### src/rtl/pp_pkg.sv
package pp_pkg;
  localparam int unsigned PRIO_W = 8;
  typedef logic [PRIO_W-1:0] prio_t;
  localparam prio_t PRIO_NONE = 8'hFF;

  // Effective threshold level: any value at or above the level count acts as
  // one step past the least urgent level.
  function automatic logic [PRIO_W:0] eff_level(prio_t v, int unsigned nlvl);
    if (32'(v) >= nlvl) return (PRIO_W+1)'(nlvl);
    return {1'b0, v};
  endfunction

  // Strict "more urgent" comparison between a pending level and a threshold.
  function automatic logic beats(logic any, prio_t lvl, prio_t cur,
                                 int unsigned nlvl);
    return any && ({1'b0, lvl} < eff_level(cur, nlvl));
  endfunction
endpackage

### src/rtl/pp_pend_buf.sv
module pp_pend_buf #(
  parameter int unsigned NUM_LVL = 8,
  localparam int unsigned LVL_W = $clog2(NUM_LVL)
) (
  input  logic               clk,
  input  logic               rst_n,
  input  logic               set_en,
  input  logic [LVL_W-1:0]   set_idx,
  input  logic               clr_en,
  input  logic [LVL_W-1:0]   clr_idx,
  output logic [NUM_LVL-1:0] bits_q
);
  for (genvar g = 0; g < NUM_LVL; g++) begin : g_bit
    logic hit_set, hit_clr;
    assign hit_set = set_en && (set_idx == LVL_W'(g));
    assign hit_clr = clr_en && (clr_idx == LVL_W'(g));
    // set is merged after clear, so a fresh delivery is never lost
    always_ff @(posedge clk) begin
      if (!rst_n)       bits_q[g] <= 1'b0;
      else if (hit_set) bits_q[g] <= 1'b1;
      else if (hit_clr) bits_q[g] <= 1'b0;
    end
  end
endmodule

### src/rtl/pp_prio_enc.sv
module pp_prio_enc #(
  parameter int unsigned NUM_LVL = 8,
  localparam int unsigned LVL_W = $clog2(NUM_LVL)
) (
  input  logic [NUM_LVL-1:0] vec,
  output logic               any,
  output logic [LVL_W-1:0]   idx
);
  always_comb begin
    any = |vec;
    idx = '0;
    for (int i = NUM_LVL - 1; i >= 0; i--) begin
      if (vec[i]) idx = LVL_W'(i);
    end
  end
endmodule

### src/rtl/pp_cur_reg.sv
module pp_cur_reg
  import pp_pkg::*;
(
  input  logic  clk,
  input  logic  rst_n,
  input  logic  wr_en,
  input  prio_t wr_data,
  input  logic  ack_take,
  input  prio_t ack_val,
  output prio_t cur_q
);
  always_ff @(posedge clk) begin
    if (!rst_n)        cur_q <= PRIO_NONE;
    else if (ack_take) cur_q <= ack_val;
    else if (wr_en)    cur_q <= wr_data;
  end
endmodule

### src/rtl/pp_cmp.sv
module pp_cmp
  import pp_pkg::*;
#(
  parameter int unsigned NUM_LVL = 8
) (
  input  logic  pend_any,
  input  prio_t pend_lvl,
  input  prio_t cur,
  output logic  exc
);
  assign exc = beats(pend_any, pend_lvl, cur, NUM_LVL);
endmodule

### src/rtl/prio_presenter.sv
module prio_presenter
  import pp_pkg::*;
#(
  parameter int unsigned NUM_LVL = 8,
  localparam int unsigned LVL_W = $clog2(NUM_LVL)
) (
  input  logic               clk,
  input  logic               rst_n,
  input  logic               dlv_valid,
  input  logic [LVL_W-1:0]   dlv_prio,
  input  logic               cur_wr_en,
  input  logic [PRIO_W-1:0]  cur_wr_data,
  input  logic               ack_rd,
  output logic [PRIO_W:0]    ack_data,
  output logic [NUM_LVL-1:0] pend_buf,
  output logic [PRIO_W-1:0]  pend_prio,
  output logic [PRIO_W-1:0]  cur_prio,
  output logic               exc_flag,
  output logic               cpu_irq
);
  // named internal events
  logic             pend_any;
  logic [LVL_W-1:0] pend_idx;
  logic             ack_take;
  logic             exc_w;

  pp_pend_buf #(.NUM_LVL(NUM_LVL)) u_buf (
    .clk    (clk),
    .rst_n  (rst_n),
    .set_en (dlv_valid),
    .set_idx(dlv_prio),
    .clr_en (ack_take),
    .clr_idx(pend_idx),
    .bits_q (pend_buf)
  );

  pp_prio_enc #(.NUM_LVL(NUM_LVL)) u_enc (
    .vec(pend_buf),
    .any(pend_any),
    .idx(pend_idx)
  );

  assign pend_prio = pend_any ? PRIO_W'(pend_idx) : PRIO_NONE;

  pp_cmp #(.NUM_LVL(NUM_LVL)) u_cmp (
    .pend_any(pend_any),
    .pend_lvl(pend_prio),
    .cur     (cur_prio),
    .exc     (exc_w)
  );

  assign ack_take = ack_rd && exc_w;

  pp_cur_reg u_cur (
    .clk     (clk),
    .rst_n   (rst_n),
    .wr_en   (cur_wr_en),
    .wr_data (cur_wr_data),
    .ack_take(ack_take),
    .ack_val (pend_prio),
    .cur_q   (cur_prio)
  );

  assign exc_flag = exc_w;
  assign cpu_irq  = exc_w;
  assign ack_data = {exc_w, pend_prio};
endmodule

### config.mk
export PLATFORM = sky130hd
export DESIGN_NAME = prio_presenter
export DESIGN_NICKNAME = d
export VERILOG_FILES = /design/src/rtl/pp_pkg.sv /design/src/rtl/pp_pend_buf.sv /design/src/rtl/pp_prio_enc.sv /design/src/rtl/pp_cur_reg.sv /design/src/rtl/pp_cmp.sv /design/src/rtl/prio_presenter.sv
export SDC_FILE = /design/constraint.sdc
export NUM_CORES = 1
export LEC_CHECK = 0
export BUFFER_PORTS_ARGS = -buffer_cell sky130_fd_sc_hd__buf_2
export CORE_MARGIN = 5
export CORE_UTILIZATION = 50
export CTS_CLUSTER_SIZE = 30
export DETAILED_ROUTE_END_ITERATION = 10
export PLACE_DENSITY = 0.89
export SLEW_MARGIN = 20
export SYNTH_ARGS = -nofsm -noshare
export SYNTH_HDL_FRONTEND = slang
export SYNTH_SLANG_ARGS = --single-unit
### constraint.sdc
create_clock -name clk -period 7.9 [get_ports clk]
set_clock_uncertainty 0.2 [all_clocks]
set_input_delay 1.58 -clock clk [delete_from_list [all_inputs] [get_ports clk]]
set_output_delay 1.58 -clock clk [all_outputs]
set_load 0.05 [all_outputs]
# ---- Word-level counts from Yosys, hierarchy flattened
# Cells that the tools add are included.
dict set report op_classes {
  reduce_logical 30
  n_lt_le_gt_ge 2
  n_mux 30
  n_eq_ne 14
}
# op n
set op_table {}
lappend op_table {{$eq A3 B3 Y1 const B} 8}
lappend op_table {{$mux W3} 8}
lappend op_table {{$mux W8} 3}
lappend op_table {{$logic_and A1 B1 Y1} 18}
lappend op_table {{$mux W9} 2}
lappend op_table {{$reduce_bool A2 Y1} 9}
lappend op_table {{$mux W1} 17}
lappend op_table {{$eq A3 B2 Y1 const B} 4}
lappend op_table {{$lt A8 B9 Y1} 1}
lappend op_table {{$ge A8 B4 Y1 const B} 1}
lappend op_table {{$reduce_or A8 Y1} 1}
lappend op_table {{$eq A3 B1 Y1 const B} 2}
lappend op_table {{$logic_not A3 Y1} 2}
dict set report word_totals {
  wordCells 85
  register_bits 16
}

# ---- Longest topological paths before layout
# Gate-level depths: netlist of run 1.
dict set report logic_depth {
  ltp_word 15
  ltp_mapped 11
  ltp_nobuf 11
}

# ---- By module
# A second synthesis of run 1 with hierarchy kept.
dict set report hier_totals {
  hier_cells 132
  hier_area_um2 1207.4
}
# module instances area_per_inst_um2 cells_each
set by_module_without_submodules {}
lappend by_module_without_submodules {pp_pend_buf 1 402.9 42}
lappend by_module_without_submodules {pp_cur_reg 1 395.4 35}
lappend by_module_without_submodules {pp_cmp 1 193.9 23}
lappend by_module_without_submodules {prio_presenter 1 133.9 19}
lappend by_module_without_submodules {pp_prio_enc 1 81.3 13}

# ---- Least setup slack after synthesis of run 1
# OpenSTA, ideal clock, no wires.
dict set report synth_path {
  kind {flip-flop to output port}
  startpoint {reg u_buf.bits_q[2]}
  endpoint {out ack_data[8]}
  required_time_ns 6.120
  path_slack_ns 1.285
  stages_incl_launch_ff 11
  arrival_time_ns 4.835
  cell_sequence {dfxtp_1 nor4_2 nand3_1 inv_1 ha_1 a211oi_1 o21ai_0 o211ai_1 o311ai_4 nor2_1 buf_4}
}
dict set report synth_between {
  elab_chain_cells 6
  elab_cells_between_ends 7
}
# element line
set synth_lines {}
lappend synth_lines {{from (decl)} pp_pend_buf.sv:11} ;# output logic [NUM_LVL-1:0] bits_q
lappend synth_lines {{from (signal, indexed assignment)} pp_pend_buf.sv:19} ;# if (!rst_n) bits_q[g] <= 1'b0;
lappend synth_lines {{from (signal, indexed assignment)} pp_pend_buf.sv:20} ;# else if (hit_set) bits_q[g] <= 1'b1;
lappend synth_lines {{from (signal, indexed assignment)} pp_pend_buf.sv:21} ;# else if (hit_clr) bits_q[g] <= 1'b0;
lappend synth_lines {{$mux W3 (3 in a row)} pp_prio_enc.sv:13} ;# if (vec[i]) idx = LVL_W'(i);
lappend synth_lines {{$mux W8 (*)} prio_presenter.sv:43} ;# assign pend_prio = pend_any ? PRIO_W'(pend_idx) : PRIO_NONE;
lappend synth_lines {{via ack_data[2]} prio_presenter.sv:14} ;# output logic [PRIO_W:0] ack_data,
lappend synth_lines {{$lt A8 B9 Y1 (*)} pp_pkg.sv:16} ;# return any && ({1'b0, lvl} < eff_level(cur, nlvl));
lappend synth_lines {{$logic_and A1 B1 Y1 (*)} pp_pkg.sv:16}
lappend synth_lines {{to (decl)} prio_presenter.sv:14}
# Mark *: on every way through the listed nets, which the timed path passes. The rest lies on a longest branch.

# ---- Worst setup path after layout of run 1
dict set report layout_path {
  startpoint {reg u_buf.bits_q[0]}
  endpoint {out ack_data[8]}
}
dict set report layout_between {
  elab_chain_cells 4
  elab_cells_between_ends 5
}
# element line
set layout_lines {}
lappend layout_lines {{$reduce_or A8 Y1 / $mux W3 (equally long branches)} {pp_prio_enc.sv:10, pp_prio_enc.sv:13}}
lappend layout_lines {{$mux W8} prio_presenter.sv:43}
lappend layout_lines {{$lt A8 B9 Y1} pp_pkg.sv:16}
lappend layout_lines {{$logic_and A1 B1 Y1 (*)} pp_pkg.sv:16}
# Mark *: on every way between the ends. The rest lies on a longest branch, timed or not.

==> impl_metrics.tcl, run 1 <==
set metrics [dict create \
    cts_resized 0 \
    clock.fmax_ghz 0.191 \
    dp_hpwl_um 2410 \
    antenna_found_initial 0 \
    hp-start "u_cur.cur_q[7]" \
    status "finished, final reports clean" \
    whs_endpoint "u_cur.cur_q[7]" \
    firstDrtPassIters 4 \
    cts_root_buffer "clkbuf_4" \
    syn_avg_cell_area_sq_um 8.24 \
    fin_crit_ps 5230 \
    grt_pass1_wl_um 4850 \
    cts_buffers 3 \
    critPathMaxStageDelay_ps 590 \
    drtAntennaViolNets 0 \
    die_h_um 57.7 \
    fin_setup_tns_ps 0 \
    end_kind "primary output" \
    syn_inst 138 \
    cp-start-kind "flop" \
    post_synth_num_cell_types 35 \
    fin_nets 203 \
    hold_viol_final 0 \
    gp_congestion 0.828 \
    boundaryPins 51 \
    start_util_pct 51.9 \
    cts_sinks 16 \
    ir_drop_mv 0.149 \
    p_leak_uw 0.000616 \
    synthTopCellsByArea "dfxtp_1 (28%), buf_4 (9.2%), ha_1 (7.7%), mux2i_1 (7.0%), o21ai_0 (6.6%)" \
    dieWidth_um 57.7 \
    dpl_worst_slack_ps 3010 \
    coreArea_sq_um 2190 \
    yosys_warnings 0 \
    drive_above_1_share_pct 34.1 \
    dieArea_sq_um 3330 \
    hold_path_depth 2 \
    yosys.area.top_type "dfxtp_1" \
    drt_iter0_drc 37 \
    crit_chain "nor4_2 > nand3_1 > inv_1 > ha_1 > a211oi_1 > o21ai_0 > o211ai_1 > o311ai_4 > nor2_1 > buf_2" \
    hp-class "reg -> reg" \
    ys_seq_area_share_pct 28.2 \
    synth_area_sq_um 1140 \
    clockBufferDepth 2 \
    areaGrowthSynthToFinish_pct 19.4 \
    slew_headroom_pct 47.5 \
    critical_path_depth 10 \
    place_area_sq_um 1320 \
    postLayoutCellArea_sq_um 1360 \
    drc 0 \
    clock_latency_ps 290 \
    cts_hold_buffers 0 \
    final_core_util_pct 62.0 \
    grt_max_degree 17 \
    path_max_fanout 16 \
    yosys.area.top_type_share_pct 28.2 \
    clk_pin_slew_ps 100 \
    power_density_nw_per_um2 236 \
    drt-wirelength-per-cell_um 14.3 \
    htree_levels 1 \
    crit_arrival_ps 3450 \
    stdcell_count 207 \
    grt_pass1_vias 1180 \
    setup_slack_ps 2670 \
    io_buffers 50 \
    slew_violations 0 \
    post_cts_buffers 0 \
    globalRouteOverflowTotal 0 \
    wirelength_um 2970 \
    via_per_inst 5.66 \
    maxCapViolCount 0 \
    min_period_over_period_pct 66.2 \
    yosys_register_bits 16 \
    cts_tree "yes" \
    tightest_slew_ps 781 \
    reg2regPathDepth 10 \
    setup_viol 0 \
    rsz0062_at_grt "false" \
    cp_slowest_cell "nor4_2" \
    diodes 0 \
    crit_type "reg -> out" \
    r2r_slack_ps 4300 \
    num_vias 1172 \
    r2r-end "u_buf.bits_q[3]" \
    dp_cells 203 \
    path_buf_inv 2 \
    crit_required_ps 6120 \
    num_rows 17 \
    r2r-start "u_buf.bits_q[0]" \
    critPathTopFamily "simple AND/OR/NAND/NOR gates" \
    grt_usage_pct 18.1 \
]
## cells by family after synthesis
| family | synth area share, % |
|---|---|
| flops | 28.2 |
| compound gates | 22.7 |
| mux | 8.03 |
| buf+inv | 11.2 |
| simple gates | 21.9 |
| fa+ha+maj | 7.70 |
| other cells | 0.330 |
## worst max path at each step
stage / from / to / slack (ps)
after floorplan: u_buf.bits_q[2] / ack_data[8] / 1280
after global placement: u_buf.bits_q[0] / exc_flag / 3250
after detailed placement: u_buf.bits_q[0] / exc_flag / 3010
after CTS: u_buf.bits_q[0] / exc_flag / 2690
after global routing: u_buf.bits_q[0] / ack_data[8] / 2280
final: u_buf.bits_q[0] / ack_data[8] / 2670
## through the flow
stage / hold slack, ps / power [uW]
2_1_floorplan: 544 / 247
3_3_place_gp: 347 / 264
3_5_place_dp: 355 / 267
4_1_cts: 372 / 320
5_1_grt: 408 / 336
6_report: 376 / 320
## worst register-to-register path, stage by stage, from the launching register on
cell and delay, ps:
dfxtp_1 400, nor4_2 590, nand3_1 280, inv_1 380
ha_1 330, a211oi_1 200, o21ai_0 110, o211ai_1 160
o311ai_4 240, o41ai_1 480, a21oi_1 120
## cell usage in the layout, fill, tap and decap left out, drive strengths merged, types with 4 or more instances in the layout
master,count
buf,50
dfxtp,16
o21ai,16
nor2,15
nand2,11
a21oi,9
mux2i,8
ha,7
inv,4
nor2b,4
conb,4
clkbuf,4
## per-layer routing
metal	track usage [%]	routed length, um
met1	18.8	1130
met3	5.35	336
met5	0	0
met4	4.30	36
met2	35.0	1470
## cell usage after synthesis (all sizes together)
| master | count |
|---|---|
| nor3b | 1 |
| nor2 | 15 |
| nand3 | 3 |
| conb | 1 |
| nor2b | 4 |
| buf | 14 |
| o41a | 1 |
| nand2b | 2 |
| o21a | 2 |
| mux2 | 1 |
| dfxtp | 16 |
| clkbuf | 2 |
| o2111a | 1 |
| o311ai | 1 |
| inv | 4 |
| and4bb | 1 |
| o31ai | 1 |
| or3 | 2 |
| ha | 7 |
| o211ai | 2 |
| or4 | 1 |
| a21o | 1 |
| a211oi | 3 |
| nor3 | 3 |
| nor4 | 2 |
| mux2i | 8 |
| a31oi | 1 |
| o21ai | 16 |
| nand2 | 11 |
| nand4 | 1 |
| o41ai | 1 |
| a21oi | 9 |
## where the power goes
part	switching [uW]	total, uW	internal [uW]
Combinational	133	173	39.9
Clock	26.7	54.7	28.1
Sequential	5.87	92.5	86.7
Total	165	320	155
## layout make-up
class	instances	area, sq um
fill	202	833
inverter	4	15.0
multi-input combinational	105	701
clock buffer	4	36.3
tap	28	35.0
sequential	16	320
timing repair buffer	50	250
## sequential cells by signal, indices dropped and copies added (netlist names)
signal	count
u_cur.cur_q	8
u_buf.bits_q	8
Power figures use the tool's default switching activity.
==> run 2, diff against run 1 <==
--- a/config.mk
+++ b/config.mk
@@ -7,10 +7,10 @@
 export LEC_CHECK = 0
 export BUFFER_PORTS_ARGS = -buffer_cell sky130_fd_sc_hd__buf_2
 export CORE_MARGIN = 5
-export CORE_UTILIZATION = 50
+export CORE_UTILIZATION = 46
 export CTS_CLUSTER_SIZE = 30
 export DETAILED_ROUTE_END_ITERATION = 10
-export PLACE_DENSITY = 0.89
+export PLACE_DENSITY = 0.83
 export SLEW_MARGIN = 20
 export SYNTH_ARGS = -nofsm -noshare
 export SYNTH_HDL_FRONTEND = slang
==> constraint.sdc (replaced) <==
create_clock -name clk -period 5.3 [get_ports clk]
set_clock_uncertainty 0.2 [all_clocks]
set_input_delay 1.06 -clock clk [delete_from_list [all_inputs] [get_ports clk]]
set_output_delay 1.06 -clock clk [all_outputs]
set_load 0.05 [all_outputs]
==> impl_metrics.tcl, run 2 (synthesis gave the netlist of run 1 again) <==
set metrics [dict create \
    wirelength_um 2990 \
    crit_arrival_ps 3200 \
    cp-start-kind "flop" \
    dp_hpwl_um 2430 \
    drc 0 \
    p_leak_uw 0.000621 \
    reg.largest.list "u_buf.bits_q (8), u_cur.cur_q (8)" \
    ir_drop_mv 0.225 \
    cts_resized 0 \
    grt_usage_pct 17.5 \
    post_cts_buffers 0 \
    min_period_over_period_pct 84.2 \
    antenna_found_initial 0 \
    boundaryPins 51 \
    status "finished, final reports clean" \
    crit_required_ps 4040 \
    worstSetupStartpoint "u_buf.bits_q[0]" \
    cp_slowest_cell "nor4_4" \
    clockBufferDepth 2 \
    hp-class "reg -> reg" \
    layout_common_cells "buf_2 (50), dfxtp_1 (16), o21ai_0 (15)" \
    crit_type "reg -> out" \
    final_common_cell "buf_2" \
    whs_ps 360 \
    power_frac_seq_pct 28.6 \
    start_util_pct 47.2 \
    crit_chain "nor4_4 > nand3_1 > clkinvlp_4 > ha_1 > a211oi_1 > o21ai_0 > o211ai_1 > o311ai_4 > nor2_2 > buf_2" \
    critPathTopFamily "simple AND/OR/NAND/NOR gates" \
    drt-wirelength-per-cell_um 14.2 \
    clkPwrFrac_pct 17.2 \
    place_area_sq_um 1350 \
    grt_pass1_wl_um 4820 \
    gp_congestion 0.826 \
    slew_headroom_pct 63.0 \
    p_int_uw 233 \
    p_sw_share_pct 51.8 \
    r2r-end "u_cur.cur_q[1]" \
    p_switching_uw 250 \
    power_frac_comb_pct 54.2 \
    power_density_nw_per_um2 349 \
    via_per_inst 5.58 \
    num_rows 18 \
    slew_violations 0 \
    grt_pass1_vias 1106 \
    cts_root_buffer "clkbuf_4" \
    grt_max_degree 17 \
    die_h_um 59.7 \
    fin_nets 204 \
    postLayoutCellArea_sq_um 1380 \
    drtAntennaViolNets 0 \
    clock.fmax_ghz 0.224 \
    cts_sinks 16 \
    rsz0062_at_grt "false" \
    maxCapViolCount 0 \
    dieWidth_um 59.7 \
    hold_viol_final 0 \
    num_vias 1172 \
    finalPower_uw 483 \
    clock_latency_ps 300 \
    reg2regPathDepth 10 \
    cts_tree "yes" \
    htree_levels 1 \
    globalRouteOverflowTotal 0 \
    critPathMaxStageDelay_ps 460 \
    fin_crit_ps 4460 \
    coreArea_sq_um 2410 \
    firstDrtPassIters 5 \
    setup_viol 0 \
    tightest_slew_ps 554 \
    critical_path_depth 10 \
    clk_pin_slew_ps 100 \
    endpoint "ack_data[8]" \
    path_buf_inv 2 \
    cts_hold_buffers 0 \
    drive_above_1_share_pct 35.6 \
    fin_setup_tns_ps 0 \
    areaGrowthSynthToFinish_pct 21.6 \
    path_max_fanout 16 \
    cts_buffers 3 \
    diodes 0 \
    drt_iter0_drc 30 \
    dieArea_sq_um 3570 \
    r2r_slack_ps 1950 \
    io_buffers 50 \
    r2r-start "u_buf.bits_q[0]" \
    end_kind "primary output" \
]
## run 2: power groups by stage
stage / combinational, uW / clock (uW) / sequential [uW]
after floorplan: 201 / 0 / 170
after global placement: 257 / 0 / 140
after detailed placement: 263 / 0 / 141
after CTS: 263 / 84.0 / 138
after global routing: 278 / 88.9 / 140
final: 262 / 83.0 / 138
## run 2: metrics by stage
stage / instances / worst slack [ps] / utilization (%)
after global placement: 206 / 1390 / 55.9
after floorplan: 141 / 138 / -
after CTS: 210 / 832 / 57.4
after global routing: 210 / 598 / 57.4
after detailed placement: 206 / 1170 / 55.9
final: 210 / 836 / 57.4
## run 2: how the worst min path moves through the flow
stage,from,to,slack [ps],cells past startpoint
2_1_floorplan,u_buf.bits_q[3],u_buf.bits_q[3],560,2
3_3_place_gp,u_buf.bits_q[3],u_buf.bits_q[3],350,2
3_5_place_dp,u_cur.cur_q[6],u_cur.cur_q[6],350,2
4_1_cts,u_cur.cur_q[6],u_cur.cur_q[6],370,2
5_1_grt,u_buf.bits_q[6],u_buf.bits_q[6],410,2
6_report,u_cur.cur_q[6],u_cur.cur_q[6],360,2
## run 2: tightest hold or removal path, cell delays in order (launching register included)
cell and delay (ps):
dfxtp_1 330, mux2i_1 110, o21ai_0 80
## run 2: layout make-up
class                      count  area, sq um
sequential                    16          320
multi-input combinational    105          712
fill                         220         1030
timing repair buffer          51          258
tap                           30         37.5
clock buffer                   4         36.3
inverter                       4         18.8
## run 2: routing by layer
| layer | share of wire [%] | global-route usage (%) | up-vias |
|---|---|---|---|
| li1 | - | - | 570 |
| met1 | 39 | 20.5 | 541 |
| met2 | 48 | 30.1 | 55 |
| met3 | 11 | 5.40 | 6 |
| met4 | 1.5 | 5.70 | 0 |
| met5 | 0 | 0 | - |
==> run 3, diff against run 2 <==
--- a/config.mk
+++ b/config.mk
@@ -5,12 +5,13 @@
 export SDC_FILE = /design/constraint.sdc
 export NUM_CORES = 1
 export LEC_CHECK = 0
+export ABC_AREA = 1
 export BUFFER_PORTS_ARGS = -buffer_cell sky130_fd_sc_hd__buf_2
 export CORE_MARGIN = 5
-export CORE_UTILIZATION = 46
+export CORE_UTILIZATION = 48
 export CTS_CLUSTER_SIZE = 30
 export DETAILED_ROUTE_END_ITERATION = 10
-export PLACE_DENSITY = 0.83
+export PLACE_DENSITY = 0.85
 export SLEW_MARGIN = 20
 export SYNTH_ARGS = -nofsm -noshare
 export SYNTH_HDL_FRONTEND = slang
==> constraint.sdc (replaced) <==
create_clock -name clk -period 4.3 [get_ports clk]
set_clock_uncertainty 0.2 [all_clocks]
set_input_delay 0.86 -clock clk [delete_from_list [all_inputs] [get_ports clk]]
set_output_delay 0.86 -clock clk [all_outputs]
set_load 0.05 [all_outputs]
==> impl_metrics.tcl, run 3 <==
set metrics [dict create \
    ir_drop_mv 0.247 \
    ys_seq_area_share_pct 26.1 \
    dieArea_sq_um 3670 \
    fin_setup_tns_ps 0 \
    clock.fmax_ghz 0.259 \
    cts_tree "yes" \
    gp_congestion 0.908 \
    antenna_found_initial 0 \
    synth-main-ff-cell "dfxtp_1" \
    path_max_fanout 17 \
    worstSetupStartpoint "u_buf.bits_q[0]" \
    synth_commonest_cells "nand2_1 (52), inv_1 (25), nand3_1 (17), nor2_1 (17), dfxtp_1 (16)" \
    yosys_register_bits 16 \
    diodes 0 \
    dieWidth_um 60.6 \
    yosysMostFrequentCell "nand2_1" \
    drt_iter0_drc 41 \
    htree_levels 1 \
    num_rows 18 \
    cts_sinks 16 \
    slew_violations 0 \
    grt_usage_pct 15.1 \
    final_core_util_pct 58.9 \
    synthTopCellsByArea "dfxtp_1 (26%), nand2_1 (16%), buf_4 (8.6%), inv_1 (7.6%), ha_1 (7.1%)" \
    post_synth_num_cell_types 25 \
    yosys_warnings 0 \
    synth_area_sq_um 1230 \
    drtAntennaViolNets 0 \
    r2r-end "u_cur.cur_q[7]" \
    crit_arrival_ps 2800 \
    clock_latency_ps 280 \
    firstDrtPassIters 5 \
    via_per_inst 4.71 \
    endpoint "cpu_irq" \
    globalRouteOverflowTotal 0 \
    fin_crit_ps 3860 \
    coreArea_sq_um 2450 \
    dp_hpwl_um 2260 \
    cp-start-kind "flop" \
    drive_above_1_share_pct 31.5 \
    crit_type "reg -> out" \
    nFillCells 262 \
    io_buffers 50 \
    syn_avg_cell_area_sq_um 6.37 \
    status "finished, final reports clean" \
    num_vias 1234 \
    drt-wirelength-per-cell_um 10.2 \
    cts_resized 0 \
    fin_nets 256 \
    p_leak_uw 0.000778 \
    drc 0 \
    cts_root_buffer "clkbuf_4" \
    end_kind "primary output" \
    grt_pass1_wl_um 4300 \
    start_util_pct 50.1 \
    die_h_um 60.6 \
    min_period_over_period_pct 89.7 \
    reg2regPathDepth 20 \
    wirelength_um 2670 \
    cts_hold_buffers 0 \
    maxCapViolCount 0 \
    crit_required_ps 3240 \
    final_common_cell "nand2_1" \
    grt_max_degree 18 \
    boundaryPins 51 \
    r2r-start "u_buf.bits_q[0]" \
    post_cts_buffers 0 \
    cts_buffers 3 \
    clk_pin_slew_ps 100 \
    power_density_nw_per_um2 404 \
    hold_viol_final 0 \
    layout_common_cells "nand2_1 (52), buf_2 (50), inv_1 (24)" \
    rsz0062_at_grt "false" \
    areaGrowthSynthToFinish_pct 17.6 \
    grt_pass1_vias 1069 \
    r2r_slack_ps 1390 \
    yosys.area.top_type_share_pct 26.1 \
    yosys.area.top_type "dfxtp_1" \
    synth-async-reset-ratio_pct 0 \
    setup_viol 0 \
    hp-class "reg -> reg" \
    synth-edff-count 0 \
    reg.largest.list "u_buf.bits_q (8), u_cur.cur_q (8)" \
    clockBufferDepth 2 \
    syn_inst 193 \
]
-- run 3: cells by family (layout without fill, tap and decap cells) --
kind of cell               Yosys count  in the layout  share of synthesized area, %
AOI/OAI and AO/OA                   16             16                          7.03
DFF                                 16             16                          26.1
and+or+nand+nor                    106            106                          40.1
other                                1              4                         0.305
buffers and inverters               47             83                          19.3
adders and majority gates            7              7                          7.13
-- run 3: how the worst min path moves through the flow --
stage / cells past startpoint / to / startpoint
detailed placement: 2 / u_buf.bits_q[1] / u_buf.bits_q[1]
CTS: 2 / u_buf.bits_q[0] / u_buf.bits_q[0]
floorplan: 2 / u_buf.bits_q[1] / u_buf.bits_q[1]
finish: 2 / u_buf.bits_q[1] / u_buf.bits_q[1]
global route: 2 / u_buf.bits_q[0] / u_buf.bits_q[0]
global placement: 2 / u_buf.bits_q[1] / u_buf.bits_q[1]
-- run 3: final cells by class --
class                      instances  area (sq um)  share of cell area, %
sequential                        16           325                   22.5
tap                               30          37.5                   2.60
multi-input combinational        133           683                   47.3
clock buffer                       4          36.3                   2.51
timing repair buffer              50           250                   17.3
inverter                          29           113                   7.79
-- run 3: power breakdown --
group	switching [uW]	total [uW]	internal [uW]
clock	46.4	97.8	51.5
sequential	7.72	167	159
combinational	247	319	71.7
-- run 3: critical path, cell delays in order (launching register included) --
cell	delay, ps
dfxtp_2	350
inv_2	50
nand2_2	50
inv_2	40
nand2_4	50
inv_2	50
nand2_2	90
clkinvlp_4	230
nor2_1	160
inv_1	80
ha_1	200
nand2_1	50
inv_1	40
o21bai_1	110
a21oi_1	110
nor3_4	370
and2_4	230
buf_2	260
-- run 3: metrics by stage --
| stage | setup slack (ps) | total power, uW | cell area (sq um) | hold slack, ps | instances |
|---|---|---|---|---|---|
| after floorplan | 19.2 | 460 | 1250 | 378 | 196 |
| after global placement | 816 | 488 | 1410 | 260 | 258 |
| after detailed placement | 723 | 491 | 1410 | 265 | 258 |
| after CTS | 407 | 588 | 1450 | 283 | 262 |
| after global routing | 124 | 622 | 1450 | 297 | 262 |
| final | 441 | 583 | 1450 | 280 | 262 |
-- run 3: metal layers --
metal | vias up | track usage [%] | share of wire, % | wire, um
li1 | 673 | - | - | -
met5 | - | 0 | 0 | 0
met4 | 0 | 5.57 | 1.0 | 27
met1 | 528 | 18.7 | 46 | 1240
met2 | 31 | 26.6 | 47 | 1260
met3 | 2 | 1.91 | 5.5 | 146
